===== src/rtl/tport_pkg.sv =====
package tport_pkg;

  typedef enum logic [2:0] {
    ST_IDLE,
    ST_SEL,
    ST_RD,
    ST_WR0,
    ST_WR1,
    ST_WR2,
    ST_DUM
  } seq_st_e;

  // true when bit b lies inside the field [hi:lo]
  function automatic logic in_field(int b, int hi, int lo);
    return (b >= lo) && (b <= hi);
  endfunction

endpackage


===== src/rtl/tport_pacer.sv =====
module tport_pacer #(
  parameter int SAMPLES = 2,
  localparam int CW = $clog2(SAMPLES + 1)
) (
  input  logic clk,
  input  logic rst,
  input  logic run_i,
  output logic last_o
);
  logic [CW-1:0] cnt_q;

  assign last_o = run_i && (cnt_q == CW'(SAMPLES - 1));

  always_ff @(posedge clk) begin
    if (rst || !run_i) cnt_q <= '0;
    else if (last_o)   cnt_q <= '0;
    else               cnt_q <= cnt_q + 1'b1;
  end
endmodule


===== src/rtl/tport_entry_pick.sv =====
module tport_entry_pick #(
  parameter int MAX_ENTRIES = 7,
  parameter int ADDR_W = 5,
  parameter int DATA_W = 8,
  parameter int POS_W = 4,
  parameter int CNT_W = 3
) (
  input  logic [MAX_ENTRIES*ADDR_W-1:0] tbl_addr_i,
  input  logic [MAX_ENTRIES*POS_W-1:0]  tbl_msb_i,
  input  logic [MAX_ENTRIES*POS_W-1:0]  tbl_lsb_i,
  input  logic [MAX_ENTRIES*DATA_W-1:0] tbl_val_i,
  input  logic [CNT_W-1:0]              idx_i,
  output logic [ADDR_W-1:0]             addr_o,
  output logic [POS_W-1:0]              msb_o,
  output logic [POS_W-1:0]              lsb_o,
  output logic [DATA_W-1:0]             val_o,
  output logic                          ok_o
);
  logic [ADDR_W-1:0] addr_a [MAX_ENTRIES];
  logic [POS_W-1:0]  msb_a  [MAX_ENTRIES];
  logic [POS_W-1:0]  lsb_a  [MAX_ENTRIES];
  logic [DATA_W-1:0] val_a  [MAX_ENTRIES];

  for (genvar g = 0; g < MAX_ENTRIES; g++) begin : g_unpack
    assign addr_a[g] = tbl_addr_i[g*ADDR_W +: ADDR_W];
    assign msb_a[g]  = tbl_msb_i[g*POS_W +: POS_W];
    assign lsb_a[g]  = tbl_lsb_i[g*POS_W +: POS_W];
    assign val_a[g]  = tbl_val_i[g*DATA_W +: DATA_W];
  end

  always_comb begin
    addr_o = '0;
    msb_o  = '0;
    lsb_o  = '0;
    val_o  = '0;
    for (int k = 0; k < MAX_ENTRIES; k++) begin
      if (idx_i == CNT_W'(k)) begin
        addr_o = addr_a[k];
        msb_o  = msb_a[k];
        lsb_o  = lsb_a[k];
        val_o  = val_a[k];
      end
    end
  end

  // field must sit inside the byte with msb >= lsb
  assign ok_o = (msb_o <= POS_W'(DATA_W - 1)) && (lsb_o <= msb_o);
endmodule


===== src/rtl/tport_merge.sv =====
module tport_merge
  import tport_pkg::*;
#(
  parameter int DATA_W = 8,
  parameter int POS_W = 4
) (
  input  logic [DATA_W-1:0] prev_i,
  input  logic [DATA_W-1:0] val_i,
  input  logic [POS_W-1:0]  msb_i,
  input  logic [POS_W-1:0]  lsb_i,
  output logic [DATA_W-1:0] byte_o
);
  logic [DATA_W-1:0] mask;
  logic [DATA_W-1:0] shifted;

  always_comb begin
    mask = '0;
    for (int b = 0; b < DATA_W; b++) mask[b] = in_field(b, int'(msb_i), int'(lsb_i));
  end

  assign shifted = val_i << lsb_i;
  // keep bits outside the field from the captured byte
  assign byte_o = (prev_i & ~mask) | (shifted & mask);
endmodule


===== src/rtl/tport_cmd.sv =====
module tport_cmd
  import tport_pkg::*;
#(
  parameter int DATA_W = 8,
  parameter int ADDR_W = 5,
  localparam int CMD_W = DATA_W + ADDR_W + 1
) (
  input  seq_st_e            st_i,
  input  logic [ADDR_W-1:0]  addr_i,
  input  logic [DATA_W-1:0]  wr_byte_i,
  output logic [CMD_W-1:0]   cmd_o
);
  // {data, address, strobe}
  always_comb begin
    case (st_i)
      ST_RD, ST_DUM:  cmd_o = {DATA_W'(1), addr_i, 1'b0};
      ST_WR0, ST_WR2: cmd_o = {wr_byte_i, addr_i, 1'b0};
      ST_WR1:         cmd_o = {wr_byte_i, addr_i, 1'b1};
      default:        cmd_o = '0;
    endcase
  end
endmodule


===== src/rtl/tport_seq.sv =====
module tport_seq
  import tport_pkg::*;
#(
  parameter int MAX_ENTRIES = 7,
  parameter int ADDR_W = 5,
  parameter int DATA_W = 8,
  parameter int SAMPLES = 2,
  localparam int POS_W = $clog2(DATA_W) + 1,
  localparam int CNT_W = $clog2(MAX_ENTRIES + 1),
  localparam int CMD_W = DATA_W + ADDR_W + 1
) (
  input  logic                          clk,
  input  logic                          rst,
  input  logic                          start_i,
  input  logic                          legacy_i,
  input  logic [CNT_W-1:0]              entry_count_i,
  input  logic [MAX_ENTRIES*ADDR_W-1:0] tbl_addr_i,
  input  logic [MAX_ENTRIES*POS_W-1:0]  tbl_msb_i,
  input  logic [MAX_ENTRIES*POS_W-1:0]  tbl_lsb_i,
  input  logic [MAX_ENTRIES*DATA_W-1:0] tbl_val_i,
  input  logic [DATA_W-1:0]             testo_i,
  output logic [CMD_W-1:0]              testi_o,
  output logic                          busy_o,
  output logic                          done_o,
  output logic                          err_o
);
  seq_st_e           st_q;
  logic [CNT_W-1:0]  idx_q;
  logic [DATA_W-1:0] prev_q;
  logic              done_q, err_q;

  logic [ADDR_W-1:0] ent_addr;
  logic [POS_W-1:0]  ent_msb, ent_lsb;
  logic [DATA_W-1:0] ent_val, wr_byte;
  logic              ent_ok, ph_last, in_cmd;
  logic [CNT_W-1:0]  cnt_eff;
  logic              last_idx, entry_begin, pass_quick;

  assign cnt_eff    = (entry_count_i > CNT_W'(MAX_ENTRIES)) ? CNT_W'(MAX_ENTRIES) : entry_count_i;
  assign last_idx   = (idx_q == (cnt_eff - 1'b1));
  assign in_cmd     = (st_q != ST_IDLE) && (st_q != ST_SEL);
  assign entry_begin = (st_q == ST_SEL) && ent_ok;
  assign pass_quick = legacy_i || (cnt_eff == '0);

  tport_entry_pick #(
    .MAX_ENTRIES(MAX_ENTRIES), .ADDR_W(ADDR_W), .DATA_W(DATA_W),
    .POS_W(POS_W), .CNT_W(CNT_W)
  ) u_pick (
    .tbl_addr_i(tbl_addr_i), .tbl_msb_i(tbl_msb_i), .tbl_lsb_i(tbl_lsb_i),
    .tbl_val_i(tbl_val_i), .idx_i(idx_q), .addr_o(ent_addr), .msb_o(ent_msb),
    .lsb_o(ent_lsb), .val_o(ent_val), .ok_o(ent_ok)
  );

  tport_merge #(.DATA_W(DATA_W), .POS_W(POS_W)) u_merge (
    .prev_i(prev_q), .val_i(ent_val), .msb_i(ent_msb), .lsb_i(ent_lsb), .byte_o(wr_byte)
  );

  tport_pacer #(.SAMPLES(SAMPLES)) u_pacer (
    .clk(clk), .rst(rst), .run_i(in_cmd), .last_o(ph_last)
  );

  tport_cmd #(.DATA_W(DATA_W), .ADDR_W(ADDR_W)) u_cmd (
    .st_i(st_q), .addr_i(ent_addr), .wr_byte_i(wr_byte), .cmd_o(testi_o)
  );

  always_ff @(posedge clk) begin
    if (rst) begin
      st_q   <= ST_IDLE;
      idx_q  <= '0;
      prev_q <= '0;
      done_q <= 1'b0;
      err_q  <= 1'b0;
    end else begin
      done_q <= 1'b0;
      case (st_q)
        ST_IDLE: if (start_i) begin
          err_q <= 1'b0;
          idx_q <= '0;
          if (pass_quick) done_q <= 1'b1;
          else            st_q   <= ST_SEL;
        end
        ST_SEL: begin
          if (ent_ok) st_q <= ST_RD;
          else begin
            err_q <= 1'b1;
            if (last_idx) begin
              st_q   <= ST_IDLE;
              done_q <= 1'b1;
            end else idx_q <= idx_q + 1'b1;
          end
        end
        ST_RD: if (ph_last) begin
          prev_q <= testo_i;
          st_q   <= ST_WR0;
        end
        ST_WR0: if (ph_last) st_q <= ST_WR1;
        ST_WR1: if (ph_last) st_q <= ST_WR2;
        ST_WR2: if (ph_last) st_q <= ST_DUM;
        ST_DUM: if (ph_last) begin
          if (last_idx) begin
            st_q   <= ST_IDLE;
            done_q <= 1'b1;
          end else begin
            idx_q <= idx_q + 1'b1;
            st_q  <= ST_SEL;
          end
        end
        default: st_q <= ST_IDLE;
      endcase
    end
  end

  assign busy_o = (st_q != ST_IDLE);
  assign done_o = done_q;
  assign err_o  = err_q;

  // ---------------- assertions ----------------
  localparam int RW = $clog2(SAMPLES + 2) + 1;
  logic [CMD_W-1:0] seen_cmd_q;
  logic [RW-1:0]    hold_run_q;

  always_ff @(posedge clk) begin
    if (rst) begin
      seen_cmd_q <= '0;
      hold_run_q <= '0;
    end else if (testi_o != seen_cmd_q) begin
      seen_cmd_q <= testi_o;
      hold_run_q <= RW'(1);
    end else if (hold_run_q != '1) begin
      hold_run_q <= hold_run_q + 1'b1;
    end
  end


  cmd_hold_chk: assert property (@(posedge clk) disable iff (rst)
    (testi_o != seen_cmd_q && seen_cmd_q != '0) |-> (hold_run_q >= RW'(SAMPLES)));


  strobe_rise_chk: assert property (@(posedge clk) disable iff (rst)
    $rose(testi_o[0]) |-> ($past(testi_o) == {testi_o[CMD_W-1:1], 1'b0}));


  strobe_fall_chk: assert property (@(posedge clk) disable iff (rst)
    $fell(testi_o[0]) |-> (testi_o[CMD_W-1:1] == $past(testi_o[CMD_W-1:1])));


  read_first_chk: assert property (@(posedge clk) disable iff (rst)
    entry_begin |=> (testi_o == {DATA_W'(1), $past(ent_addr), 1'b0}));


  done_pulse_chk: assert property (@(posedge clk) disable iff (rst)
    done_o |=> !done_o);


  done_idle_chk: assert property (@(posedge clk) disable iff (rst)
    done_o |-> !busy_o);


  legacy_quiet_chk: assert property (@(posedge clk) disable iff (rst)
    (start_i && legacy_i && !busy_o) |=> (done_o && !busy_o && testi_o == '0));


  idle_word_chk: assert property (@(posedge clk) disable iff (rst)
    !busy_o |-> (testi_o == '0));
endmodule


===== config.mk =====
export PLATFORM = sky130hd
export DESIGN_NAME = tport_seq
export DESIGN_NICKNAME = d
export VERILOG_FILES = /design/src/rtl/tport_pkg.sv /design/src/rtl/tport_pacer.sv /design/src/rtl/tport_entry_pick.sv /design/src/rtl/tport_merge.sv /design/src/rtl/tport_cmd.sv /design/src/rtl/tport_seq.sv
export SDC_FILE = /design/constraint.sdc
export NUM_CORES = 1
export LEC_CHECK = 0
export BUFFER_PORTS_ARGS = -buffer_cell sky130_fd_sc_hd__buf_2
export CAP_MARGIN = 15
export CORE_MARGIN = 2
export CORE_UTILIZATION = 46
export DETAILED_ROUTE_END_ITERATION = 10
export PLACE_DENSITY = 0.88
export SYNTH_ARGS = -nofsm -noshare
export SYNTH_HDL_FRONTEND = slang
export SYNTH_HIERARCHICAL = 1
export SYNTH_SLANG_ARGS = --single-unit
export TNS_END_PERCENT = 20

===== constraint.sdc =====
create_clock -name clk -period 4.5 [get_ports clk]
set_clock_uncertainty 0.1 [all_clocks]
set_input_delay 0.45 -clock clk [delete_from_list [all_inputs] [get_ports clk]]
set_output_delay 0.45 -clock clk [all_outputs]
set_load 0.03 [all_outputs]

==> results.md, run 1 <==
- Status: finished, final reports clean
- Post-synth cell types: 66
- H-tree levels: 1
- Delay-heaviest family, CP: buffers and inverters
- Routed WL: 10,900 um
- Combinational power share: 0.664
- RSZ-0062 raised after global routing: false
- Post-route setup TNS: 0 ns
- Worst-path cell chain: buf_4, inv_1, a21oi_1, nor2_1, buf_4, mux4_2, a22o_1, mux2_4, and2_1, buf_2
- Post-synth EDFFs: 0
- Switching component of the power: 0.446 mW
- Global routing's busiest layer: met2
- Max clock buf depth: 2
- Vias: 3,843
- CP most frequent cell: buf_4
- Post-DP HPWL: 8890 um
- Top cells by area, synth: mux2i_1, dfxtp_1, nor2_1
- Slew at the pin closest to its max-slew limit: 0.854 ns
- Number of nets in the layout: 753
- CTS sink count: 18
- PortBufs: 178
- Vias in the first global route: 3,615
- Final Max Tran Viols: 0
- Area after DPL: 3960 um^2
- Ys flop type: dfxtp_1
- Die Y: 86.3 um
- Peak VDD IR: 0.000194 V
- Area Overhead vs Synth: 28.8%
- Critical Path RT: 3.95 ns
- Crit share post-route: 0.903
- Vias/cell: 5.81
- Seq cells post-synth: 18
- GRT overflow: 0
- GR Util met1: 0.334
- Core Rows: 30
- WS Path Type: reg2out
- Core ar.: 6680 um^2
- Design Area, Final: 4020 um^2
- Netlist Area Pre-Place: 3120 um^2
- M3 GR Usage: 0.0324
- Synth Area per Inst: 7.32 um^2
- CTS resizes: 0
- DRT iter0 DRCs: 202
- Largest net degree at the start of global routing: 34
- CTS tree: built
- Leak Pwr: 1.80 nW
- Yosys top cell by area: mux2i_1
- Initial Utilization: 0.467
- Internal power: 0.534 mW
- Post-Syn Nets: 596
- Ports: 179
- CTS root buf: clkbuf_8
- Commonest non-fill, non-tap cells in the layout: buf_2, nor2_1, mux2i_1
- N_diodes: 0
- CP max stage delay: 0.50 ns
- Power Dens Cells: 244 nW/um^2
- GR Util All Layers: 0.279
- Synth Instances: 426
- Worst Setup End Kind: output port
- Die Area: 7450 um^2
- Worst-path maximum fanout: 23
- First-pass GRT wire length: 16,900 um
- Fin. Hold Viols: 0
- Setup-failing EPs final: 0
- Pwr Total: 0.980 mW
- Min-Delay Path Class: in2reg
- Die X: 86.3 um
- Slew HR: 0.429
- Maximum clock rate: 246 MHz
- Antenna violations before repair: 0
- Yosys top cell area share: 0.135
- Total CTS buffers: 3
- Detailed Routing Iterations Pass 1: 4
- Insertion delay of the later-clocked pin in the worst-skew pair: 0.26 ns
- CP Launch Type: flop
- Post-CTS setup buffer count: 0
- Sequential fraction of the synthesis area: 0.116
- Routed Antenna Nets: 0
- Cts hold-fix bufs: 0
- Clock share of power: 0.136
- # DRC: 0
- Fin crit period: 4.06 ns
- Max stage delay cell, worst path: nor2_1
- Share of cells above drive strength 1: 0.364
- CP bufs+invs: 4
- Post-synth ARST share: 0
- Commonest non-fill, non-tap cell in the layout: buf_2
- Met2 GRT Util: 0.515
- Switching part of the total: 0.455
- Max capacitance violation total: 0
- Clk slew on worst S/H paths: 0.07 ns
- Placer Congestion: 0.928
- CP arrival: 3.51 ns
- Sequential share of power: 0.201
- Synth Warn #: 6
- Post-DR wirelength/cell: 16.5 um
power groups by stage:
stage | combinational [mW] | sequential [mW] | clock (mW)
global route | 0.711 | 0.199 | 0.142
global placement | 0.628 | 0.198 | 0
detailed placement | 0.635 | 0.199 | 0
floorplan | 0.469 | 0.189 | 0
CTS | 0.641 | 0.196 | 0.136
finish | 0.651 | 0.197 | 0.133
through the flow:
step / setup slack, ns / std cells / hold slack (ns) / util
2_1_floorplan: 1.28 / 426 / 0.304 / -
3_3_place_gp: 0.839 / 658 / 0.312 / 0.593
3_5_place_dp: 0.671 / 658 / 0.333 / 0.593
4_1_cts: 0.481 / 662 / 0.335 / 0.601
5_1_grt: 0.242 / 662 / 0.339 / 0.601
6_report: 0.436 / 662 / 0.337 / 0.601
Yosys cell counts (2+ instances only):
library cell  count
buf_1             3
mux2i_1          42
and3_1            2
a31oi_1           3
and3b_1          13
a221oi_1          2
buf_6             6
and2_1            9
buf_4             5
nor3_4            2
nand3b_1         17
nor2_1           51
nand2b_1          7
a211oi_1          7
a22oi_1           6
a311o_1          13
dfxtp_1          18
mux2_2            5
a22o_1            2
clkbuf_1          8
nor4b_1           2
xnor2_1           2
o31ai_1           3
mux2_1            2
nand2_1          25
o22ai_1           9
o21ai_0          29
inv_1            13
a21oi_1          24
nand3_1           8
ha_1              8
nor3_1            3
buf_2            13
nor2b_1          13
o21ai_1          12
o21a_1            6
or3_1             2
o21ai_2           2
o41ai_1           2
cell families after synthesis:
| kind of cell | after synthesis | synth area share |
|---|---|---|
| xor+xnor | 3 | 0.0132 |
| simple gates | 166 | 0.302 |
| buf+inv | 49 | 0.0883 |
| flops | 18 | 0.116 |
| fa+ha+maj | 9 | 0.0353 |
| compound gates | 130 | 0.274 |
| mux | 51 | 0.172 |
path summary, 6_finish.rpt:
kind | startpoint | to | slack [ns] | depth (start not counted)
setup reg to reg | idx_q[2]$_SDFFE_PP0P_ | st_q[0]$_SDFFE_PP0P_ | 0.57 | 11
hold reg to reg | u_pacer/cnt_q[0]$_SDFF_PP0_ | u_pacer/cnt_q[0]$_SDFF_PP0_ | 0.34 | 1
setup / recovery | idx_q[2]$_SDFFE_PP0P_ | testi_o[11] | 0.44 | 10
hold / removal | testo_i[2] | prev_q[2]$_SDFFE_PP0P_ | 0.34 | 3
tightest hold or removal path, delay by kind of cell:
| family | cells | cell delay [ns] |
|---|---|---|
| muxes | 1 | 0.05 |
| and+or+nand+nor | 1 | 0.07 |
| buffers and inverters | 1 | 0.07 |
sequential cells by signal, summed over array words and instances, names as in the netlist:
register,cells
done_o,1
err_o,1
idx_q,3
prev_q,8
st_q,3
u_pacer/cnt_q,2
routing by layer:
layer / vias up / routed length [um]
li1: 1891 / -
met1: 1762 / 4360
met2: 164 / 5480
met3: 26 / 765
met4: 0 / 315
met5: - / 0
layout make-up:
| class | instances | area, um^2 |
|---|---|---|
| Fill cell | 648 | 2670 |
| Multi-Input combinational cell | 359 | 2480 |
| Timing Repair Buffer | 188 | 966 |
| Sequential cell | 18 | 363 |
| Tap cell | 80 | 100 |
| Clock buffer | 4 | 55.1 |
| Inverter | 13 | 48.8 |
No activity file was read; power rests on OpenSTA's default activity.
==> run 2: changes to the inputs <==
--- a/config.mk
+++ b/config.mk
@@ -7,10 +7,11 @@
 export LEC_CHECK = 0
 export BUFFER_PORTS_ARGS = -buffer_cell sky130_fd_sc_hd__buf_2
 export CAP_MARGIN = 15
+export CORE_ASPECT_RATIO = 2
 export CORE_MARGIN = 2
 export CORE_UTILIZATION = 46
 export DETAILED_ROUTE_END_ITERATION = 10
-export PLACE_DENSITY = 0.88
+export PLACE_DENSITY = 0.87
 export SYNTH_ARGS = -nofsm -noshare
 export SYNTH_HDL_FRONTEND = slang
 export SYNTH_HIERARCHICAL = 1
==> run 2 against run 1 <==
Against the previous run:
- clock power increased by 47%
- combinational power is essentially flat
- non-clock buffer count is 2 higher
- sequential share of layout area down 0.14 points
- critical path type unchanged
- largest cell class unchanged
==> results.md, run 2 (synthesis gave the netlist of run 1 again) <==
- Status: finished, final reports clean
- Vias: 3,885
- PortBufs: 178
- Worst Setup End Kind: output port
- WS Path Type: reg2out
- Post-DR wirelength/cell: 16.4 um
- Max stage delay cell, worst path: nor2_1
- Largest Register: prev_q
- R2R depth: 12
- Slew at the pin closest to its max-slew limit: 0.695 ns
- Internal power: 0.594 mW
- Vias in the first global route: 3,857
- CTS resizes: 0
- Final Max Tran Viols: 0
- Pwr Total: 1.04 mW
- Post-route setup TNS: 0 ns
- CTS tree: built
- Max clock buf depth: 2
- H-tree levels: 1
- Min-Delay Path Class: reg2reg
- Core ar.: 6570 um^2
- Insertion delay of the later-clocked pin in the worst-skew pair: 0.25 ns
- Max reg flops: 8
- Commonest non-fill, non-tap cells in the layout: buf_2, nor2_1, mux2i_1
- Maximum clock rate: 253 MHz
- Crit share post-route: 0.877
- Pre-CTS setup slack: 0.851 ns
- Die Y: 120 um
- Worst-path maximum fanout: 15
- Commonest non-fill, non-tap cell in the layout: buf_2
- Share of cells above drive strength 1: 0.366
- GR Util All Layers: 0.286
- Peak VDD IR: 0.000214 V
- CP arrival: 3.40 ns
- # DRC: 0
- Vias/cell: 5.77
- Hold endpoint: u_pacer/cnt_q[0]$_SDFF_PP0_
- DRT iter0 DRCs: 228
- Max capacitance violation total: 0
- Core Rows: 42
- Min-delay src: u_pacer/cnt_q[0]$_SDFF_PP0_
- Area Overhead vs Synth: 30.7%
- Combinational power share: 0.620
- Post-DP HPWL: 8980 um
- CP max stage delay: 0.56 ns
- Fin crit period: 3.95 ns
- Clock share of power: 0.187
- Clk slew on worst S/H paths: 0.05 ns
- CP most frequent cell: buf_4
- Die X: 62.2 um
- First-pass GRT wire length: 17,700 um
- Reg2reg start: idx_q[1]$_SDFFE_PP0P_
- Switching component of the power: 0.451 mW
- Post-CTS setup buffer count: 0
- RSZ-0062 raised after global routing: false
- Worst R2R Setup Slack: 0.78 ns
- GRT overflow: 0
- Leak Pwr: 1.83 nW
- Number of nets in the layout: 755
- Detailed Routing Iterations Pass 1: 4
- Initial Utilization: 0.475
- Cts hold-fix bufs: 0
- Top flop regs: prev_q x8, idx_q x3, st_q x3
- CTS root buf: clkbuf_16
- Power Dens Cells: 256 nW/um^2
- Routed Antenna Nets: 0
- Slew HR: 0.535
- Switching part of the total: 0.432
- CP Launch Type: flop
- Setup-failing EPs final: 0
- Placer Congestion: 0.924
- Worst r2r dst: st_q[0]$_SDFFE_PP0P_
- CTS sink count: 18
- Largest net degree at the start of global routing: 28
- Ports: 179
- Worst-path cell chain: buf_4, nand2b_1, o22ai_1, a21oi_1, nor2_1, buf_4, mux2_2, a221oi_1, o31ai_1, and2_1, buf_2
- Die Area: 7490 um^2
- Final WS setup: 0.552 ns
- Total CTS buffers: 3
- Sequential share of power: 0.192
- WHS Path Cells: 1
- Antenna violations before repair: 1
- Routed WL: 11,000 um
- Critical Path RT: 3.95 ns
- Fin. Hold Viols: 0
[run 2: cell types whose count changed in the layout (fill, tap and decap cells not counted), sizes merged]
cell	change
buf	+2
diode	+1
[run 2: metal layers]
layer	GRT usage	up-vias	share of wire
met1	0.287	1779	0.35
met2	0.546	170	0.54
met5	0	-	0
li1	-	1890	-
met3	0.0502	46	0.063
met4	0.154	0	0.047
[run 2: area by class of cell]
cell class              instances  area (um^2)
flip-flops and latches         18          363
multi-input cells             359         2480
diodes                          1         2.50
well taps                      88          110
clock buffers                   4         88.8
inverters                      13         48.8
fillers                       618         2490
repair buffers                190          981
[run 2: worst max path at each step]
stage,from,endpoint,slack [ns]
6_report,idx_q[2]$_SDFFE_PP0P_,testi_o[12],0.55
2_1_floorplan,idx_q[0]$_SDFFE_PP0P_,testi_o[11],1.28
3_3_place_gp,idx_q[2]$_SDFFE_PP0P_,testi_o[12],0.88
4_1_cts,idx_q[2]$_SDFFE_PP0P_,testi_o[12],0.56
5_1_grt,idx_q[2]$_SDFFE_PP0P_,testi_o[12],0.30
3_5_place_dp,idx_q[2]$_SDFFE_PP0P_,testi_o[12],0.85
[run 2: worst max-delay path: cells and delay by family, from the launching register on]
| kind | cells | cell delay (ns) |
|---|---|---|
| multiplexers | 1 | 0.39 |
| flip-flops | 1 | 0.39 |
| AND/OR/NAND/NOR | 3 | 0.95 |
| AO/OA/AOI/OAI | 4 | 0.69 |
| buffers and inverters | 3 | 0.74 |
[run 2: metrics by stage]
stage / util / instances / cell area, um^2 / hold slack [ns]
2_1_floorplan: - / 426 / 3120 / 0.304
6_report: 0.621 / 673 / 4080 / 0.329
3_5_place_dp: 0.607 / 668 / 3990 / 0.322
3_3_place_gp: 0.607 / 668 / 3990 / 0.312
5_1_grt: 0.621 / 673 / 4080 / 0.356
4_1_cts: 0.620 / 672 / 4070 / 0.330
[run 2: power by group through the flow]
stage               clock [mW]  combinational, mW  sequential (mW)
floorplan                    0              0.469            0.189
global placement             0              0.620            0.202
detailed placement           0              0.632            0.204
CTS                      0.199              0.640            0.200
global route             0.205              0.706            0.205
finish                   0.196              0.648            0.201
==> run 3: changes to the inputs <==
--- a/config.mk
+++ b/config.mk
@@ -8,9 +8,9 @@
 export BUFFER_PORTS_ARGS = -buffer_cell sky130_fd_sc_hd__buf_2
 export CAP_MARGIN = 15
 export CORE_ASPECT_RATIO = 2
-export CORE_MARGIN = 2
 export CORE_UTILIZATION = 46
 export DETAILED_ROUTE_END_ITERATION = 10
+export GPL_TIMING_DRIVEN = 0
 export PLACE_DENSITY = 0.87
 export SYNTH_ARGS = -nofsm -noshare
 export SYNTH_HDL_FRONTEND = slang
==> run 3 against run 2 <==
Against the previous run:
- total power rose by 1.0%
- sequential share of layout area down 0.31 points
- critical path depth unchanged
- largest power group unchanged
- cell count is 3.3% higher
- utilization increased by 1.8 points
- critical path type unchanged
- clock power fell by 12%
- setup slack got worse by 0.19 ns
- via count increased by 3.0%
- first-iteration DRC count rose by 14%
- global-route usage grew 3.7 points
- largest cell class unchanged
- routed wire length rose by 4.3%
- register-to-register slack got worse by 0.03 ns
==> results.md, run 3 (synthesis gave the netlist of run 1 again) <==
- Core ar.: 6570 um^2
- Area after DPL: 4120 um^2
- Worst-path maximum fanout: 10
- Largest net degree at the start of global routing: 11
- Sequential Area: 360 um^2
- Leak Pwr: 1.90 nW
- GR Util All Layers: 0.322
- Filler instances: 615
- Internal power: 0.589 mW
- WS Path Type: reg2out
- Post-DP HPWL: 9540 um
- CTS sink count: 18
- CTS root buf: clkbuf_16
- N_diodes: 0
- Fin cells: 695
- WHS Path Cells: 2
- Final Max Tran Viols: 0
- Power Dens Cells: 252 nW/um^2
- Post-DR wirelength/cell: 16.6 um
- Antenna violations before repair: 0
- Fin crit period: 4.14 ns
- Min-delay src: rst
- DP Cell Count: 692
- Commonest non-fill, non-tap cells in the layout: buf_2, nor2_1, mux2i_1
- Switching part of the total: 0.442
- First-pass GRT wire length: 17,700 um
- Slew at the pin closest to its max-slew limit: 0.710 ns
- Slew HR: 0.524
- Worst Setup End Kind: output port
- Detailed Routing Iterations Pass 1: 5
- CTS resizes: 0
- Clock share of power: 0.163
- Routed Antenna Nets: 0
- Placer Congestion: 0.940
- Maximum clock rate: 242 MHz
- Commonest non-fill, non-tap cell in the layout: buf_2
- CP Launch Type: flop
- Die Y: 118 um
- Vias in the first global route: 3,874
- Max reg flops: 8
- Share of cells above drive strength 1: 0.369
- Stages on the worst setup path: 11
- Crit share post-route: 0.919
- Die Area: 7130 um^2
- Post-CTS setup buffer count: 0
- Design Area, Final: 4190 um^2
- Total CTS buffers: 3
- Max stage delay cell, worst path: mux4_2
- Vias/cell: 5.76
- Core Rows: 42
- Min-Delay Path Class: in2reg
- Vias: 4,000
- GRT overflow: 0
- Combinational power share: 0.663
- Worst Setup SP: idx_q[0]$_SDFFE_PP0P_
- Area Overhead vs Synth: 34.5%
- CP max stage delay: 0.59 ns
- Status: finished, final reports clean
- CTS tree: built
- CP bufs+invs: 3
- Sequential share of power: 0.174
- Worst-path cell chain: buf_2, clkbuf_1, nand3b_1, o21ai_0, a21oi_1, o21ai_0, mux4_2, a22o_1, mux2_4, and2_1, buf_2
- Number of nets in the layout: 779
- PortBufs: 178
- DRT iter0 DRCs: 259
- Insertion delay of the later-clocked pin in the worst-skew pair: 0.25 ns
- Fin. Hold Viols: 0
- Post-route setup TNS: 0 ns
- Critical Path RT: 3.95 ns
- CP arrival: 3.59 ns
- Max capacitance violation total: 0
- Multi-input gate area: 2480 um^2
- RSZ-0062 raised after global routing: false
- Ports: 179
- Initial Utilization: 0.475
- Setup-failing EPs final: 0
- Top flop regs: prev_q x8, idx_q x3, st_q x3
- Largest Register: prev_q
- Routed WL: 11,500 um
- Reg2reg start: idx_q[0]$_SDFFE_PP0P_
- Die X: 60.2 um
- Fin Hold WS: 0.291 ns
- Peak VDD IR: 0.000256 V
- Delay-heaviest family, CP: compound AO/OA/AOI/OAI gates
- H-tree levels: 1
- Cts hold-fix bufs: 0
- Max clock buf depth: 2
- # DRC: 0
- R2R depth: 14
- Clk slew on worst S/H paths: 0.05 ns
- Switching component of the power: 0.467 mW
run 3: changes by cell type in the layout (fill, tap and decap cells not counted):
cell / previous run / this run
diode_2: 1 / 0
clkbuf_1: 0 / 8
buf_6: 0 / 6
clkbuf_8: 1 / 0
buf_1: 0 / 3
dfxtp_2: 2 / 0
buf_8: 0 / 1
buf_4: 12 / 5
dfxtp_1: 16 / 18
buf_2: 178 / 191
run 3: per-stage QoR:
stage                      util  power [mW]  worst slack, ns
after floorplan               -       0.658             1.28
after global placement    0.627       0.847            0.692
after detailed placement  0.627       0.867            0.644
after CTS                 0.638        1.04            0.378
after global routing      0.638        1.12            0.183
final                     0.638        1.06            0.365
run 3: final cells by class:
cell class,instances,share of cell area
well taps,88,0.0263
multi-input cells,359,0.592
plain buffers,36,0.0540
clock buffers,3,0.0179
inverters,13,0.0116
repair buffers,178,0.212
flip-flops and latches,18,0.0859
run 3: metal layers:
metal / wire length (um) / up-vias / global-route usage
met2: 6310 / 203 / 0.603
li1: - / 1933 / -
met1: 4050 / 1818 / 0.314
met4: 497 / 0 / 0.174
met5: 0 / - / 0
met3: 670 / 46 / 0.0427
run 3: worst reg2reg max path, cell delays in order, from the launching register on:
cell      delay, ns
dfxtp_1        0.40
buf_2          0.25
buf_4          0.22
clkbuf_1       0.30
nand3_1        0.10
o21ai_0        0.11
a21oi_1        0.10
nor2_1         0.35
ha_1           0.20
nand2_1        0.05
o21ai_0        0.15
a22oi_1        0.19
or4b_1         0.58
o21ai_2        0.20
mux2_1         0.34
run 3: final timing paths:
| check | to | slack, ns |
|---|---|---|
| min reg2reg | u_pacer/cnt_q[0]$_SDFF_PP0_ | 0.34 |
| min | u_pacer/cnt_q[1]$_SDFF_PP0_ | 0.29 |
| max reg2reg | st_q[0]$_SDFFE_PP0P_ | 0.75 |
| max | testi_o[11] | 0.36 |
run 3: power groups by stage:
stage / logic (mW) / clock network (mW) / registers [mW]
2_1_floorplan: 0.469 / 0 / 0.189
3_3_place_gp: 0.661 / 0 / 0.185
3_5_place_dp: 0.681 / 0 / 0.186
4_1_cts: 0.686 / 0.176 / 0.183
5_1_grt: 0.754 / 0.185 / 0.184
6_report: 0.700 / 0.172 / 0.183
